**config.mk**
```make
export PLATFORM = sky130hd
export DESIGN_NAME = pix_simd_unit
export DESIGN_NICKNAME = d
export VERILOG_FILES = /design/src/rtl/pix_simd_pkg.sv /design/src/rtl/pix_lane_avg.sv /design/src/rtl/pix_avg_unit.sv /design/src/rtl/pix_sq_diff.sv /design/src/rtl/pix_sum_tree.sv /design/src/rtl/pix_simd_unit.sv
export SDC_FILE = /design/constraint.sdc
export NUM_CORES = 1
export LEC_CHECK = 0
export BUFFER_PORTS_ARGS = -buffer_cell sky130_fd_sc_hd__buf_2
export CAP_MARGIN = 20
export CORE_MARGIN = 5
export CORE_UTILIZATION = 48
export DETAILED_ROUTE_END_ITERATION = 6
export PLACE_DENSITY = 0.65
export SYNTH_ARGS = -nofsm -noshare
export SYNTH_HDL_FRONTEND = slang
export SYNTH_SLANG_ARGS = --single-unit
```
**constraint.sdc**
```tcl
create_clock -name clk -period 1.19 [get_ports clk]
set_input_delay 0.119 -clock clk [delete_from_list [all_inputs] [get_ports clk]]
set_output_delay 0.119 -clock clk [all_outputs]
set_load 0.005 [all_outputs]
```
**src/rtl/pix_simd_pkg.sv**
```systemverilog
package pix_simd_pkg;
  typedef enum logic [1:0] {
    OP_AVG_WORD = 2'b00,
    OP_AVG_HALF = 2'b01,
    OP_AVG_BYTE = 2'b10,
    OP_SQ_DIFF  = 2'b11
  } pix_op_e;
endpackage

```
**src/rtl/pix_lane_avg.sv**
```systemverilog
module pix_lane_avg #(
  parameter int W = 8
) (
  input  logic [W-1:0] a,
  input  logic [W-1:0] b,
  output logic [W-1:0] y
);
  logic [W:0] sum_w;
  always_comb begin
    sum_w = {1'b0, a} + {1'b0, b} + {{W{1'b0}}, 1'b1};
    y     = sum_w[W:1];
  end
endmodule

```
**src/rtl/pix_avg_unit.sv**
```systemverilog
module pix_avg_unit import pix_simd_pkg::*; #(
  parameter int DATA_W = 32,
  parameter int BYTE_W = 8
) (
  input  pix_op_e           op,
  input  logic [DATA_W-1:0] a,
  input  logic [DATA_W-1:0] b,
  output logic [DATA_W-1:0] y
);
  localparam int HALF_W = DATA_W / 2;
  localparam int N_BYTE = DATA_W / BYTE_W;

  logic [DATA_W-1:0] y_word, y_half, y_byte;

  pix_lane_avg #(.W(DATA_W)) u_word (.a(a), .b(b), .y(y_word));

  for (genvar g = 0; g < 2; g++) begin : g_half
    pix_lane_avg #(.W(HALF_W)) u_half (
      .a(a[g*HALF_W +: HALF_W]),
      .b(b[g*HALF_W +: HALF_W]),
      .y(y_half[g*HALF_W +: HALF_W])
    );
  end

  for (genvar g = 0; g < N_BYTE; g++) begin : g_byte
    pix_lane_avg #(.W(BYTE_W)) u_byte (
      .a(a[g*BYTE_W +: BYTE_W]),
      .b(b[g*BYTE_W +: BYTE_W]),
      .y(y_byte[g*BYTE_W +: BYTE_W])
    );
  end

  always_comb begin
    case (op)
      OP_AVG_HALF: y = y_half;
      OP_AVG_BYTE: y = y_byte;
      default:     y = y_word;
    endcase
  end
endmodule

```
**src/rtl/pix_sq_diff.sv**
```systemverilog
module pix_sq_diff #(
  parameter int W = 8
) (
  input  logic [W-1:0]   a,
  input  logic [W-1:0]   b,
  output logic [2*W-1:0] sq
);
  logic [W-1:0]   mag;
  logic [2*W-1:0] mag_w;
  always_comb begin
    mag   = (a > b) ? (a - b) : (b - a);
    mag_w = {{W{1'b0}}, mag};
    sq    = mag_w * mag_w;
  end
endmodule

```
**src/rtl/pix_sum_tree.sv**
```systemverilog
module pix_sum_tree #(
  parameter int N     = 4,
  parameter int SQ_W  = 16,
  parameter int OUT_W = 32
) (
  input  logic [N*SQ_W-1:0] terms,
  output logic [OUT_W-1:0]  total
);
  always_comb begin
    total = '0;
    for (int i = 0; i < N; i++) begin
      total = total + {{(OUT_W-SQ_W){1'b0}}, terms[i*SQ_W +: SQ_W]};
    end
  end
endmodule

```
**src/rtl/pix_simd_unit.sv**
```systemverilog
module pix_simd_unit import pix_simd_pkg::*; #(
  parameter int DATA_W = 32,
  parameter int BYTE_W = 8
) (
  input  logic              clk,
  input  logic              rst_n,
  input  logic              op_valid,
  output logic              op_ready,
  input  logic [1:0]        op_code,
  input  logic [DATA_W-1:0] src_a,
  input  logic [DATA_W-1:0] src_b,
  output logic              res_valid,
  output logic [DATA_W-1:0] res_data
);
  localparam int N_BYTE = DATA_W / BYTE_W;
  localparam int SQ_W   = 2 * BYTE_W;

  // reset release synchroniser
  logic [1:0] rst_pipe_q;
  logic       rst_int_n;
  always_ff @(posedge clk or negedge rst_n) begin
    if (!rst_n) rst_pipe_q <= 2'b00;
    else        rst_pipe_q <= {rst_pipe_q[0], 1'b1};
  end
  assign rst_int_n = rst_pipe_q[1];
  assign op_ready  = rst_int_n;

  // stage 1 datapath
  pix_op_e                op_in;
  logic [DATA_W-1:0]      avg_d;
  logic [N_BYTE*SQ_W-1:0] sq_d;
  logic                   accept;

  assign op_in  = pix_op_e'(op_code);
  assign accept = op_valid && op_ready;

  pix_avg_unit #(.DATA_W(DATA_W), .BYTE_W(BYTE_W)) u_avg (
    .op(op_in), .a(src_a), .b(src_b), .y(avg_d)
  );

  for (genvar g = 0; g < N_BYTE; g++) begin : g_sq
    pix_sq_diff #(.W(BYTE_W)) u_sq (
      .a(src_a[g*BYTE_W +: BYTE_W]),
      .b(src_b[g*BYTE_W +: BYTE_W]),
      .sq(sq_d[g*SQ_W +: SQ_W])
    );
  end

  logic                   s1_valid_q, s1_valid_d;
  pix_op_e                s1_op_q;
  logic [DATA_W-1:0]      s1_avg_q;
  logic [N_BYTE*SQ_W-1:0] s1_sq_q;

  always_comb s1_valid_d = accept;

  always_ff @(posedge clk or negedge rst_int_n) begin
    if (!rst_int_n) s1_valid_q <= 1'b0;
    else            s1_valid_q <= s1_valid_d;
  end

  always_ff @(posedge clk) begin
    if (accept) begin
      s1_op_q  <= op_in;
      s1_avg_q <= avg_d;
      s1_sq_q  <= sq_d;
    end
  end

  // stage 2: reduction and select
  logic [DATA_W-1:0] ssd_sum, s2_data_d;

  pix_sum_tree #(.N(N_BYTE), .SQ_W(SQ_W), .OUT_W(DATA_W)) u_sum (
    .terms(s1_sq_q), .total(ssd_sum)
  );

  always_comb s2_data_d = (s1_op_q == OP_SQ_DIFF) ? ssd_sum : s1_avg_q;

  always_ff @(posedge clk or negedge rst_int_n) begin
    if (!rst_int_n) res_valid <= 1'b0;
    else            res_valid <= s1_valid_q;
  end

  always_ff @(posedge clk) begin
    if (s1_valid_q) res_data <= s2_data_d;
  end
endmodule

```
==> impl_metrics.yaml <==
run_status:
  status: "complete, but fails checks"
  violations: "negative setup slack"
yosys:
  synth_warnings: 0
  yosysUniqueCellTypes: 90
  ys_top_cells_by_count: "inv_1 (344), ha_1 (252), nor2_1 (211), a21oi_1 (133), fa_1 (128)"
  yosysSeqAreaShare_pct: 22.1
  synth_async_sr_flop_share_pct: 3.08
  syn_avg_cell_area_um2: 9.04
  synth_ff_type: "edfxtp_1"
  synth-seq-cells: 130
  synthCells: 1943
  synth_most_common_cell: "inv_1"
  synth.net_count: 2392
  yosysTopAreaCell: "edfxtp_1"
  synth_top_cell_area_share_pct: 21.5
  synthTopCellsByArea: "edfxtp_1 (22%), ha_1 (18%), fa_1 (15%)"
  synth_area_um2: 17600
  synth-edff-count: 126
clock_tree:
  ctsHtreeMaxLevel: 4
  clockBufferDepth: 2
  numCtsBuffers: 17
  clock_sinks: 130
  clkSlewWorstSetupHoldPaths_ns: 0.06
  cts_tree: "built"
  clock_latency_ns: 0.44
  cts-root-buf: "clkbuf_16"
grt:
  grt_max_degree: 31
  grt_pass1_vias: 18000
  track_usage_pct: 26.9
  grt-ovfl-total: 0
  grt_pass1_wl_mm: 88.6
  antenna_found_initial: 0
setup_path:
  crit_required_ns: 1.38
  r2r-end: "res_data[16]$_DFFE_PP_"
  cp_max_fo: 5
  crit_family: "adder cells"
  startpoint: "src_a[0]"
  cp_slowest_stage_delay_ns: 0.53
  r2r-start: "s1_sq_q[2]$_DFFE_PP_"
  end_kind: "flop"
  path_buf_inv: 9
  r2r_cells: 20
  cp_slowest_cell: "fa_1"
  path_depth: 31
  critical_path_class: "in2reg"
  cp_common_cell: "xnor2_1"
  endpoint: "s1_sq_q[12]$_DFFE_PP_"
  startpoint_type: "input pin"
  cp.arrival_ns: 6.03
  r2r_setup_slack_ns: -3.76
drt:
  drt-pass1-iter-count: 5
  drtIter0Drc: 1075
  drc: 0
  post_drt_wl_per_cell_um: 18.6
  final_antenna_net_count: 0
  routed_wirelength_mm: 59.6
  vias: 17200
  avgViaCountPerCell: 5.36
sta:
  relSlewSlack_pct: 51.8
  worst_slew_pin_slew_ns: 0.715
  hold_violations: 0
  grt_setup_unrepaired: "yes"
  fin_ws_ns: -4.65
  fin_crit_sh_pct: 491
  slew_viol_final: 0
  max_freq_mhz: 171
  hold_ws_ns: 0.218
  fin_skew_ns: 0.0116
  min_period_ns: 5.84
  finalSetupViolCount: 190
placement:
  post-place-ws_ns: -5.08
  dp_hpwl_mm: 43.1
  gp_congestion: 0.903
  io_buffers: 102
finish:
  insertedDiodeCount: 0
  drive_gt1_share_pct: 50.4
  final_nets: 3176
  syn_to_final_growth_pct: 62.1
run:
  drv_cap: 0
floorplan:
  start_util_pct: 48.3
  die_w_um: 201
  io_pins: 103
  die_area_um2: 40500
  coreArea_um2: 36300
  die_h_um: 201
  rows: 70
hold_path:
  hp-class: "in2reg"
## per-stage QoR
stage / cells / utilization [%] / area, µm² / TNS (ns)
global placement: 3025 / 66.7 / 24200 / -309.84
detailed placement: 3025 / 66.7 / 24200 / -317.37
floorplan: 1943 / - / 19200 / -291.75
CTS: 3138 / 73.4 / 26700 / -267.53
finish: 3208 / 78.3 / 28500 / -278.37
global route: 3208 / 78.3 / 28500 / -293.81
## state kept, by name, summed over array words and instances, names as in the netlist
signal      count
s1_sq_q        60
res_data       32
s1_avg_q       32
s1_valid_q      1
res_valid       1
rst_pipe_q      2
s1_op_q         2
## metal layers
layer | vias up | global-route usage (%) | part of all wire, %
li1 | 8087 | - | -
met1 | 8434 | 31.5 | 39
met2 | 503 | 50.4 | 53
met3 | 155 | 3.16 | 3.9
met4 | 0 | 9.74 | 4.2
met5 | - | 0 | 0
## placed cells by master, fill, tap and decap left out, types with 10 or more instances in the layout
cell         n
clkbuf_16   22
ha_4        75
nand4_1     11
a21oi_1     91
buf_12      18
xnor2_4     15
a21oi_2     33
buf_2       82
nand2_1     55
edfxtp_1   126
o21ai_0     28
nor3_1      33
a21o_1      27
o21bai_1    28
inv_4       10
inv_2       65
o21ai_2     11
and2_1      13
o21ai_1     28
nand2b_1    12
a21oi_4     10
or2_2       12
mux2i_4     15
nor2b_1     19
fa_1       111
buf_4      588
ha_1       170
o21a_1      24
xor2_1      24
or2_4       24
xnor2_2     30
inv_1      261
nor2_4      29
xnor2_1     45
buf_6      102
nor2_1     144
nor2_2      41
fa_2        17
## cell families after synthesis
kind of cell	Yosys count	share of synthesized area, %
and+or+nand+nor	477	12.8
adders and majority gates	380	32.6
DFF	130	22.1
other	1	0.0214
xor gates and xnor gates	125	6.71
AOI/OAI and AO/OA	399	15.0
muxes	32	1.90
buffers and inverters	399	8.84
## repair_timing
item,4_1_cts,5_1_grt
resized for setup,270,248
pin swaps,233,221
setup buffers,99,81
hold buffers,3,1
gates cloned,0,11
endpoints found under the hold margin,3,1
endpoints found under the setup margin,105,192
## worst min-delay path by stage
stage               start                       to  cells past startpoint
3_3_place_gp        rst_n  rst_pipe_q[0]$_DFF_PN0_                      1
3_5_place_dp        rst_n  rst_pipe_q[1]$_DFF_PN0_                      1
5_1_grt          op_valid    s1_sq_q[35]$_DFFE_PP_                      2
2_1_floorplan       rst_n  rst_pipe_q[0]$_DFF_PN0_                      0
6_report         op_valid    s1_sq_q[35]$_DFFE_PP_                      2
4_1_cts        op_code[0]     s1_op_q[0]$_DFFE_PP_                      1
## area by class of cell
class / count / area [µm²]
tap: 468 / 586
clock inverter: 14 / 139
timing repair buffer: 809 / 6630
multi-input combinational: 1417 / 15300
inverter: 352 / 1440
fill: 2171 / 7890
clock buffer: 18 / 429
sequential: 130 / 3890
Power is not shown: default switching activity piles up to over one toggle a cycle in this logic, so the estimate is an artifact.
